[src/rtl/pixcfg_pkg.sv]
package pixcfg_pkg;

    localparam int TRIM_W = 4;
    localparam int MODE_W = 3;
    localparam int CFG_W  = 2 * TRIM_W + MODE_W;
    localparam int CTL_W  = 5;

    typedef enum logic [MODE_W-1:0] {
        MODE_RUN    = 3'b000,
        MODE_ANA    = 3'b001,
        MODE_INJ    = 3'b010,
        MODE_CAL_LO = 3'b011,
        MODE_CAL_HI = 3'b100,
        MODE_SPARE5 = 3'b101,
        MODE_SPARE6 = 3'b110,
        MODE_OFF    = 3'b111
    } mode_e;

    // packed MSB first: the first serial bit lands in hi_trim[3]
    typedef struct packed {
        logic [TRIM_W-1:0] hi_trim;
        logic [TRIM_W-1:0] lo_trim;
        logic [MODE_W-1:0] mode;
    } cfg_word_t;

    typedef struct packed {
        logic aout_en;
        logic tin_en;
        logic cal_lo;
        logic cal_hi;
        logic off;
    } pix_ctl_t;

    function automatic pix_ctl_t decode_mode(input logic [MODE_W-1:0] bits);
        pix_ctl_t c;
        c = '0;
        case (mode_e'(bits))
            MODE_ANA:    c.aout_en = 1'b1;
            MODE_INJ:    c.tin_en  = 1'b1;
            MODE_CAL_LO: c.cal_lo  = 1'b1;
            MODE_CAL_HI: c.cal_hi  = 1'b1;
            MODE_OFF:    c.off     = 1'b1;
            default:     c = '0;
        endcase
        return c;
    endfunction

endpackage

[src/rtl/pixcfg_chain.sv]
module pixcfg_chain #(
    parameter int W = pixcfg_pkg::CFG_W
) (
    input  logic         clk,
    input  logic         rst,
    input  logic         en,
    input  logic         din,
    output logic [W-1:0] q
);
    // stage 0 takes the serial input, higher stages take their lower neighbour
    for (genvar i = 0; i < W; i++) begin : g_stage
        logic d;
        if (i == 0) begin : g_head
            assign d = din;
        end else begin : g_body
            assign d = q[i-1];
        end
        always_ff @(posedge clk) begin
            if (rst)     q[i] <= 1'b0;
            else if (en) q[i] <= d;
        end
    end
endmodule

[src/rtl/pixcfg_hold.sv]
module pixcfg_hold #(
    parameter int W = pixcfg_pkg::CFG_W
) (
    input  logic         clk,
    input  logic         rst,
    input  logic         load,
    input  logic [W-1:0] d,
    output logic [W-1:0] q
);
    always_ff @(posedge clk) begin
        if (rst)       q <= '0;
        else if (load) q <= d;
    end
endmodule

[src/rtl/pixcfg_mode_dec.sv]
module pixcfg_mode_dec
    import pixcfg_pkg::*;
(
    input  logic [MODE_W-1:0] mode,
    output pix_ctl_t          ctl
);
    always_comb ctl = decode_mode(mode);
endmodule

[src/rtl/pixcfg_reg.sv]
module pixcfg_reg
    import pixcfg_pkg::*;
(
    input  logic              clk,
    input  logic              rst,
    input  logic              ser_in,
    input  logic              shift_en,
    input  logic              load,
    output logic              ser_out,
    output logic [TRIM_W-1:0] trim_lo,
    output logic [TRIM_W-1:0] trim_hi,
    output logic              aout_en,
    output logic              tin_en,
    output logic              cal_lo_sel,
    output logic              cal_hi_sel,
    output logic              pix_off
);
    logic [CFG_W-1:0] chain_q;
    logic [CFG_W-1:0] held_q;
    cfg_word_t        held;
    pix_ctl_t         ctl;

    pixcfg_chain #(.W(CFG_W)) u_chain (
        .clk (clk),
        .rst (rst),
        .en  (shift_en),
        .din (ser_in),
        .q   (chain_q)
    );

    pixcfg_hold #(.W(CFG_W)) u_hold (
        .clk  (clk),
        .rst  (rst),
        .load (load),
        .d    (chain_q),
        .q    (held_q)
    );

    assign held = cfg_word_t'(held_q);

    pixcfg_mode_dec u_dec (
        .mode (held.mode),
        .ctl  (ctl)
    );

    assign ser_out    = chain_q[CFG_W-1];
    assign trim_hi    = held.hi_trim;
    assign trim_lo    = held.lo_trim;
    assign aout_en    = ctl.aout_en;
    assign tin_en     = ctl.tin_en;
    assign cal_lo_sel = ctl.cal_lo;
    assign cal_hi_sel = ctl.cal_hi;
    assign pix_off    = ctl.off;
endmodule

[config.mk]
export PLATFORM = sky130hd
export DESIGN_NAME = pixcfg_reg
export DESIGN_NICKNAME = d
export VERILOG_FILES = /design/src/rtl/pixcfg_pkg.sv /design/src/rtl/pixcfg_chain.sv /design/src/rtl/pixcfg_hold.sv /design/src/rtl/pixcfg_mode_dec.sv /design/src/rtl/pixcfg_reg.sv
export SDC_FILE = /design/constraint.sdc
export NUM_CORES = 1
export LEC_CHECK = 0
export ABC_CLOCK_PERIOD_IN_PS = 800
export CORE_MARGIN = 3
export CORE_UTILIZATION = 25
export CTS_CLUSTER_DIAMETER = 30
export DETAILED_ROUTE_END_ITERATION = 6
export DONT_BUFFER_PORTS = 1
export PLACE_DENSITY = 0.48
export SLEW_MARGIN = 20
export SYNTH_ARGS = -nofsm -noshare
export SYNTH_HDL_FRONTEND = slang
export SYNTH_SLANG_ARGS = --single-unit
[constraint.sdc]
create_clock -name clk -period 0.8 [get_ports clk]
set_input_delay 0.08 -clock clk [delete_from_list [all_inputs] [get_ports clk]]
set_output_delay 0.08 -clock clk [all_outputs]
set_load 0.01 [all_outputs]
# Word level (Yosys, flattened, before mapping)
# Cells that the tools add are included.
# word_totals
reg_bits	22
latchBits	0
mem_bits_rw	0
rom_bits	0
output_inout_bits	14
memories	0
# classes
n_addsub	0
mul	0
div	0
order_cmp	0
eq_ne	5
shift	0
muxes	5
bitwise_logic	0
reduce_logical	0
# ops
op	count
$eq A3 B2 Y1 const B	2
$eq A3 B3 Y1 const B	2
$mux W1	5
$eq A3 B1 Y1 const B	1

# Logic depth before layout (Yosys ltp)
# Gate-level depths: netlist (run 1).
# logic_depth
depth_word	2
ltp_mapped	3
depth_no_buf	2

# Modules after synthesis
# From an unflattened synthesis (run 1), not the netlist that was laid out.
# hier_totals
cells_unflattened	85
area_unflattened_um2	888.4
# by_module_without_submodules
mod	n_inst	cells_each	area_per_inst_um2	seq_area_each_um2
pixcfg_chain	1	45	461.7	220.2
pixcfg_hold	1	35	386.6	220.2
pixcfg_mode_dec	1	5	40.0	0.0

# Least setup slack after synthesis (run 1)
# No wires, ideal clock.
# synth_timing
path_type	flip-flop to output port
from	register u_hold.q[2]
to	output cal_hi_sel
arrival_ns	0.697
setup_slack_ns	0.023
stages_incl_launch_ff	2
n_path_buf	0
cell_sequence	dfxtp_1 nor3b_1
# synth_via
elab_chain_cells	2
# synth_lines
item	line	rtl
from (decl)	pixcfg_hold.sv:8	output logic [W-1:0] q
from (signal assigned)	pixcfg_hold.sv:11	if (rst) q <= '0;
from (signal assigned)	pixcfg_hold.sv:12	else if (load) q <= d;
$eq A3 B3 Y1	pixcfg_pkg.sv:37	case (mode_e'(bits))
$mux W1	pixcfg_pkg.sv:37	
to (decl)	pixcfg_reg.sv:15	output logic cal_hi_sel,
# No other way between the ends.

# Final worst setup path (run 1)
# layout_timing
from	register u_hold.q[1]
to	output tin_en
# layout_via
elab_chain_cells	2
# layout_lines
item	line	rtl
$eq A3 B2 Y1	pixcfg_pkg.sv:37	
$mux W1	pixcfg_pkg.sv:37	
to (decl)	pixcfg_reg.sv:13	output logic tin_en,
# No other way between the ends.

==> results of run 1 <==
-- repair_timing --
action | in CTS | in global routing
pin swaps | 3 | 1
hold endpoints to repair | 22 | 22
resized for setup | 19 | 4
endpoints found under the setup margin | 13 | 29
-- layout make-up --
class / instances / area share
Tap cell: 44 / 0.0565
Sequential cell: 22 / 0.478
Multi-Input combinational cell: 50 / 0.371
Clock buffer: 4 / 0.0372
Timing Repair Buffer: 6 / 0.0578
-- metal layers --
metal,share of wire,up-vias,global-route usage
met5,0,-,0
met4,0.021,0,0.0544
met3,0.059,2,0.0225
met2,0.51,9,0.124
met1,0.40,248,0.0698
li1,-,267,-
-- layout by cell type (no fill, tap or decap) --
cell,Yosys,layout
and3_1,1,1
nand2_1,1,1
nor2_1,23,22
dfxtp_2,0,8
clkbuf_8,0,1
clkbuf_4,0,3
nor2_4,0,1
mux2i_1,22,22
buf_4,8,3
dfxtp_4,0,4
dlymetal6s4s_1,0,1
dfxtp_1,22,10
buf_6,2,1
nor3b_2,0,3
dlygate4sd3_1,0,1
-- logic make-up after synthesis --
family	Yosys count	share of synthesized area
buf+inv	12	0.106
flops	22	0.505
mux	22	0.253
simple gates	28	0.136
-- path summary, 6_finish.rpt --
check	endpoint	slack (ns)	cells past startpoint
worst max-delay path	tin_en	-0.28	2
worst min-delay path	u_chain.g_stage[9].d$_SDFFE_PP0P_	-0.07	2
worst max register to register	u_hold.q[2]$_SDFFE_PP0P_	0.01	3
worst min register to register	u_chain.g_stage[3].d$_SDFFE_PP0P_	0.53	2
-- power by group through the flow --
stage	Sequential, mW	Combinational, mW	Clock, mW
floorplan	1.14	0.0784	0
global placement	1.14	0.0418	0
detailed placement	1.14	0.0425	0
CTS	1.11	0.0670	0.632
global route	1.10	0.0725	0.661
finish	1.10	0.0674	0.592
-- sequential cells by signal, summed over array words and instances (netlist names) --
register           cells
u_chain.g_stage.d     10
u_hold.q              11
u_chain.q              1
-- metrics by stage --
stage	hold slack (ns)	instance area [sq um]	total power [mW]
finish	-0.0732	975	1.76
global route	-0.0899	975	1.84
CTS	-0.0846	965	1.81
detailed placement	0.157	865	1.18
global placement	0.156	865	1.18
floorplan	0.152	872	1.21
==> impl_metrics.ini, run 1 <==
[power_and_ir_drop]
switching_share = 0.199
p_leak_nw = 0.436
pwr-share-seq = 0.626
peakVddDrop_uv = 358
switching_power_mw = 0.350
power_frac_comb = 0.038
powerDensity_mw_per_mm2 = 1810
internal-power_mw = 1.41
p_clk_frac = 0.336

[yosys]
yosysTopAreaCell = dfxtp_1
synth_seq_cells = 22
syn_nets = 89
netlist_area_sq_um = 872
synthTopCellsByArea = dfxtp_1, mux2i_1, nor2_1, buf_4, buf_6
synth_edf_count = 0
ys_warn_count = 0
yosysMostFrequentCell = nor2_1
synth.avg_cell_area_sq_um = 10.4
synth_ff_type = dfxtp_1
yosysTopAreaCellShare = 0.505
synthArstFlopShare = 0
ys_top_cells_by_count = nor2_1, dfxtp_1, mux2i_1
synthDistinctLibCells = 9
postSynthCellCount = 84
ys_seq_area_frac = 0.505

[global_route]
antenna_found_initial = 0
grt_pass1_vias = 490
grt_first_pass_wirelength_um = 2310
overflow = 0
track_usage = 0.0713
grt_max_degree = 23

[critical_path]
required_ns = 0.72
reg2reg_from = u_hold.q[2]$_SDFFE_PP0P_
critical_path.cell_chain = nor3b_2 > buf_4
startpoint_type = register
startpoint = u_hold.q[1]$_SDFFE_PP0P_
crit_family = flip-flops
cp_num_buf_inv = 1
path_max_fanout = 6
criticalPathCategory = reg -> out
critical_path.slowest_cell = dfxtp_4
end_kind = primary output
cp.arrival_ns = 1.00
critical_path.max_stage_delay_ns = 0.39

[cts]
htreeDepth = 1
clk_pin_slew_ns = 0.12
cts_setup_buffers = 0
clock_path_buffers = 2
cts_sinks = 22
clock_latency_ns = 0.30
tritoncts = built
cts_buffers = 3
root_buffer = clkbuf_4
ctsHoldBuffers = 2

[timing]
fin_ws_ns = -0.282
slew_viol_final = 0
hold_viol_final = 22
fin_worst_skew_ns = 0.00401
fin_crit_ns = 1.08
post-route-period-util = 1.35
hold_slack_ns = -0.0732
tns_ns = -1.19
rsz0062_at_grt = true
worst_slew_pin_slew_ns = 0.769
max_clock_freq_ghz = 0.925
relSlewSlack = 0.487
setup_viol = 5

[final_layout]
layout.cells.non_filler = 126
drive_above_1_share = 0.293
fillers = 346
multi_input_area_sq_um = 362
seq_area_sq_um = 465
antenna_cells = 0
syn2layout_area_growth_pct = 11.8
final_nets = 88
utilization = 0.307

[route]
final_antenna_net_count = 0
dr.pass1.iters = 2
drc = 0
viasPerCell = 4.17
totalWireLength_um = 1450
wl_per_cell_um = 11.5
vias = 526
drtIter0Drc = 8

[floorplanning]
die_w_um = 65.1
die_area_sq_mm = 0.00423
initial_utilization = 0.274
rows = 20
core_area_sq_mm = 0.00318
pin_count = 19
die_h_um = 65.1

[run]
maxCapViolCount = 0

[run_status]
violations = hold timing, setup timing
status = finished with violations

[placement]
gp_congestion = 0.640
dp_cells = 120
pre_cts_slack_ns = -0.0674
port_buffers = 0
hpwlAfterDp_um = 969

[min_path]
hold_class = in -> reg
min_from = shift_en
Power figures use the tool's default switching activity.
==> run 2: changes to the inputs <==
Settings changed: SYNTH_HIERARCHICAL from default to 1.
==> impl_metrics.ini, run 2 <==
[run_status]
status = finished with violations
violations = hold timing, setup timing

[timing]
slew_viol_final = 0
max_clock_freq_ghz = 0.912
setup_viol = 5
worst_slew_pin_slew_ns = 0.797
relSlewSlack = 0.469
fin_worst_skew_ns = 0.00258
post-route-period-util = 1.37
hold_slack_ns = -0.0707
rsz0062_at_grt = true
fin_ws_ns = -0.297
fin_crit_ns = 1.10
hold_viol_final = 22

[global_route]
grt_pass1_vias = 513
grt_max_degree = 23
track_usage = 0.0785
grt_first_pass_wirelength_um = 2480
antenna_found_initial = 0
overflow = 0

[yosys]
synth.avg_cell_area_sq_um = 10.5
yosysTopAreaCell = dfxtp_1
synthArstFlopShare = 0
syn_nets = 90
synthDistinctLibCells = 9
netlist_area_sq_um = 888
yosysTopAreaCellShare = 0.496
postSynthCellCount = 85
synthTopCellsByArea = dfxtp_1, mux2i_1, nor2_1, buf_4, buf_6
synth_seq_cells = 22
ys_top_cells_by_count = dfxtp_1, mux2i_1, nor2_1
synth_ff_type = dfxtp_1
ys_seq_area_frac = 0.496
synth_edf_count = 0
ys_warn_count = 6

[min_path]
hold_class = in -> reg

[floorplanning]
die_area_sq_mm = 0.00430
die_h_um = 65.6
pin_count = 19
initial_utilization = 0.262
core_area_sq_mm = 0.00339
die_w_um = 65.6
rows = 21

[final_layout]
drive_above_1_share = 0.291
antenna_cells = 0
final_nets = 86
most-common-layout-cells = mux2i_1, nor2_1, dfxtp_1
regMostFlops = u_hold/q
largest_register_ffs = 11
layout.cells.non_filler = 125
utilization = 0.282
syn2layout_area_growth_pct = 7.75

[power_and_ir_drop]
powerDensity_mw_per_mm2 = 1730
p_clk_frac = 0.295
pwr-share-seq = 0.664
switching_power_mw = 0.349
p_leak_nw = 0.422
power_frac_comb = 0.041
power.total_mw = 1.66
switching_share = 0.211
peakVddDrop_uv = 993
internal-power_mw = 1.31

[cts]
root_buffer = clkbuf_4
clk_pin_slew_ns = 0.11
clock_path_buffers = 2
cts_buffers = 3
clock_latency_ns = 0.30
cts_setup_buffers = 0
ctsHoldBuffers = 2
htreeDepth = 1
cts_sinks = 22
tritoncts = built

[route]
final_antenna_net_count = 0
viasPerCell = 4.10
dr.pass1.iters = 4
drtIter0Drc = 15
totalWireLength_um = 1520
drc = 0
vias = 513
wl_per_cell_um = 12.2

[critical_path]
cp_num_buf_inv = 1
critical_path.slowest_cell = dfxtp_4
critical_path.cell_chain = nor3b_2 > buf_4
startpoint_type = register
path_max_fanout = 6
end_kind = primary output
cp.arrival_ns = 1.02
required_ns = 0.72
crit_family = flip-flops
r2r_slack_ns = 0.10
critical_path.max_stage_delay_ns = 0.40
criticalPathCategory = reg -> out

[placement]
port_buffers = 0
dp_cells = 120
gp_congestion = 0.572
hpwlAfterDp_um = 990

[run]
maxCapViolCount = 0
## run 2: repair_timing
| action | in CTS | in global routing |
|---|---|---|
| endpoints found under the hold margin | 22 | 22 |
| setup endpoints to repair | 11 | 34 |
| pin swaps | 2 | 0 |
| gates resized for setup | 15 | 7 |
## run 2: cells by family (layout without fill, tap and decap cells)
family | after synthesis | in the layout | share of synthesized area
multiplexers | 22 | 22 | 0.248
buffers and inverters | 14 | 8 | 0.118
AND/OR/NAND/NOR | 27 | 27 | 0.138
flip-flops | 22 | 22 | 0.496
## run 2: final timing paths
check,depth (start not counted),endpoint,from
worst min register to register,2,u_hold/q[1]$_SDFFE_PP0P_,u_chain/g_stage[2].d$_SDFFE_PP0P_
worst min-delay path,2,u_hold/q[10]$_SDFFE_PP0P_,load
worst max register to register,2,u_hold/q[2]$_SDFFE_PP0P_,u_hold/q[2]$_SDFFE_PP0P_
worst max-delay path,2,tin_en,u_hold/q[1]$_SDFFE_PP0P_
## run 2: final cells by class
class,count,area [sq um]
clock buffer,3,22.5
sequential,22,468
tap,46,57.6
multi-input combinational,49,364
timing repair buffer,5,45.0
fill,367,2430
## run 2: per-stage QoR
step           setup TNS, ns  worst slack, ns  hold WS, ns  cell area (sq um)
2_1_floorplan              0           0.0309        0.152                888
5_1_grt                -1.58           -0.357      -0.0929                957
3_3_place_gp       -0.000223        -0.000223        0.156                863
6_report               -1.29           -0.297      -0.0707                957
3_5_place_dp         -0.0933          -0.0404        0.158                863
4_1_cts                -7.27           -0.298      -0.0838                940
## run 2: layer usage
layer / GRT usage / vias up / wire length [um]
li1: - / 259 / -
met1: 0.0848 / 239 / 679
met2: 0.129 / 13 / 710
met3: 0.0410 / 2 / 117
met4: 0.0311 / 0 / 16
met5: 0 / - / 0
## run 2: worst register-to-register path, delay by kind of cell (launching register included)
family	cells	cell delay, ns
DFF	1	0.38
muxes	1	0.13
and+or+nand+nor	1	0.05
## run 2: power groups by stage
stage          clock (mW)  combinational [mW]  sequential [mW]
2_1_floorplan           0              0.0842             1.14
3_3_place_gp            0              0.0412             1.14
3_5_place_dp            0              0.0422             1.14
4_1_cts             0.523              0.0671             1.11
5_1_grt             0.568              0.0729             1.10
6_report            0.489              0.0685             1.10
==> run 3: changes to the inputs <==
Settings changed: MAX_ROUTING_LAYER from default to met4.
==> impl_metrics.ini, run 3 (synthesis gave the netlist of run 2 again) <==
[route]
totalWireLength_um = 1520
dr.pass1.iters = 4
drtIter0Drc = 10
final_antenna_net_count = 0
wl_per_cell_um = 12.2
viasPerCell = 4.10
drc = 0
vias = 513

[timing]
post-route-period-util = 1.37
rsz0062_at_grt = true
fin_ws_ns = -0.295
hold_slack_ns = -0.0691
max_clock_freq_ghz = 0.913
fin_worst_skew_ns = 0.00253
setup_viol = 5
slew_viol_final = 0
tns_ns = -1.29
worst_slew_pin_slew_ns = 0.798
relSlewSlack = 0.468
fin_crit_ns = 1.10
hold_viol_final = 22

[cts]
cts_sinks = 22
cts_buffers = 3
ctsHoldBuffers = 2
tritoncts = built
clock_path_buffers = 2
clk_pin_slew_ns = 0.11
root_buffer = clkbuf_4
cts_setup_buffers = 0
clock_latency_ns = 0.30
htreeDepth = 1

[critical_path]
startpoint_type = register
required_ns = 0.72
cp.arrival_ns = 1.02
end_kind = primary output
criticalPathCategory = reg -> out
critical_path.slowest_cell = dfxtp_4
critical_path.max_stage_delay_ns = 0.40
path_max_fanout = 6
r2r_slack_ns = 0.10
critical_path.cell_chain = nor3b_2 > buf_4
r2r_cells = 2

[placement]
port_buffers = 0
hpwlAfterDp_um = 990
gp_congestion = 0.575
post_dp_cell_area_sq_um = 863
pre_cts_slack_ns = -0.0404

[final_layout]
utilization = 0.282
antenna_cells = 0
regMostFlops = u_hold/q
drive_above_1_share = 0.291
final_nets = 86
design_area_sq_um = 957
most-common-layout-cells = mux2i_1, nor2_1, dfxtp_1
largest_register_ffs = 11
syn2layout_area_growth_pct = 7.75

[global_route]
antenna_found_initial = 0
grt_pass1_vias = 514
grt_max_degree = 23
track_usage = 0.0806
grt_first_pass_wirelength_um = 2480
overflow = 0

[floorplanning]
die_w_um = 65.6
die_h_um = 65.6
pin_count = 19
core_area_sq_mm = 0.00339
die_area_sq_mm = 0.00430
initial_utilization = 0.262
rows = 21

[power_and_ir_drop]
peakVddDrop_uv = 992
p_leak_nw = 0.422
powerDensity_mw_per_mm2 = 1730

[min_path]
min_path_cells = 2
hold_class = in -> reg

[run]
maxCapViolCount = 0

[run_status]
status = finished with violations
violations = hold timing, setup timing
[run 3: cell counts in the layout (fill, tap and decap cells not counted)]
No cell type changed its count.
[run 3: worst max-delay path, delay by kind of cell, from the launching register on]
kind / cells / cell delay [ns]
buffers and inverters: 1 / 0.14
AND/OR/NAND/NOR: 1 / 0.17
flip-flops: 1 / 0.40
[run 3: what timing repair did]
action                                  CTS  global route
endpoints found under the setup margin   11            34
gates resized for setup                  15             7
pin swaps                                 2             0
endpoints found under the hold margin    22            22
[run 3: path summary, 6_finish.rpt]
path	start	to
max	u_hold/q[1]$_SDFFE_PP0P_	tin_en
min	load	u_hold/q[10]$_SDFFE_PP0P_
max reg2reg	u_hold/q[2]$_SDFFE_PP0P_	u_hold/q[2]$_SDFFE_PP0P_
min reg2reg	u_chain/g_stage[2].d$_SDFFE_PP0P_	u_hold/q[1]$_SDFFE_PP0P_
[run 3: where the power goes]
group          leakage [nW]  total, mW  switching, mW  internal, mW
logic                 0.223     0.0686         0.0260        0.0425
clock network        0.0138      0.487          0.311         0.175
registers             0.185       1.10        0.00983          1.09
[run 3: routing by layer]
layer,GRT usage,routed length [um]
met1,0.0859,680
met2,0.129,705
met3,0.0393,120
met4,0.0311,17
met5,-,0
[run 3: area by class of cell]
type | count | area, sq um
tap | 46 | 57.6
multi-input combinational | 49 | 364
sequential | 22 | 468
timing repair buffer | 5 | 45.0
fill | 367 | 2430
clock buffer | 3 | 22.5
[run 3: through the flow]
stage | total power, mW | instances
4_1_cts | 1.70 | 125
2_1_floorplan | 1.22 | 85
5_1_grt | 1.74 | 125
3_5_place_dp | 1.18 | 120
3_3_place_gp | 1.18 | 120
6_report | 1.65 | 125
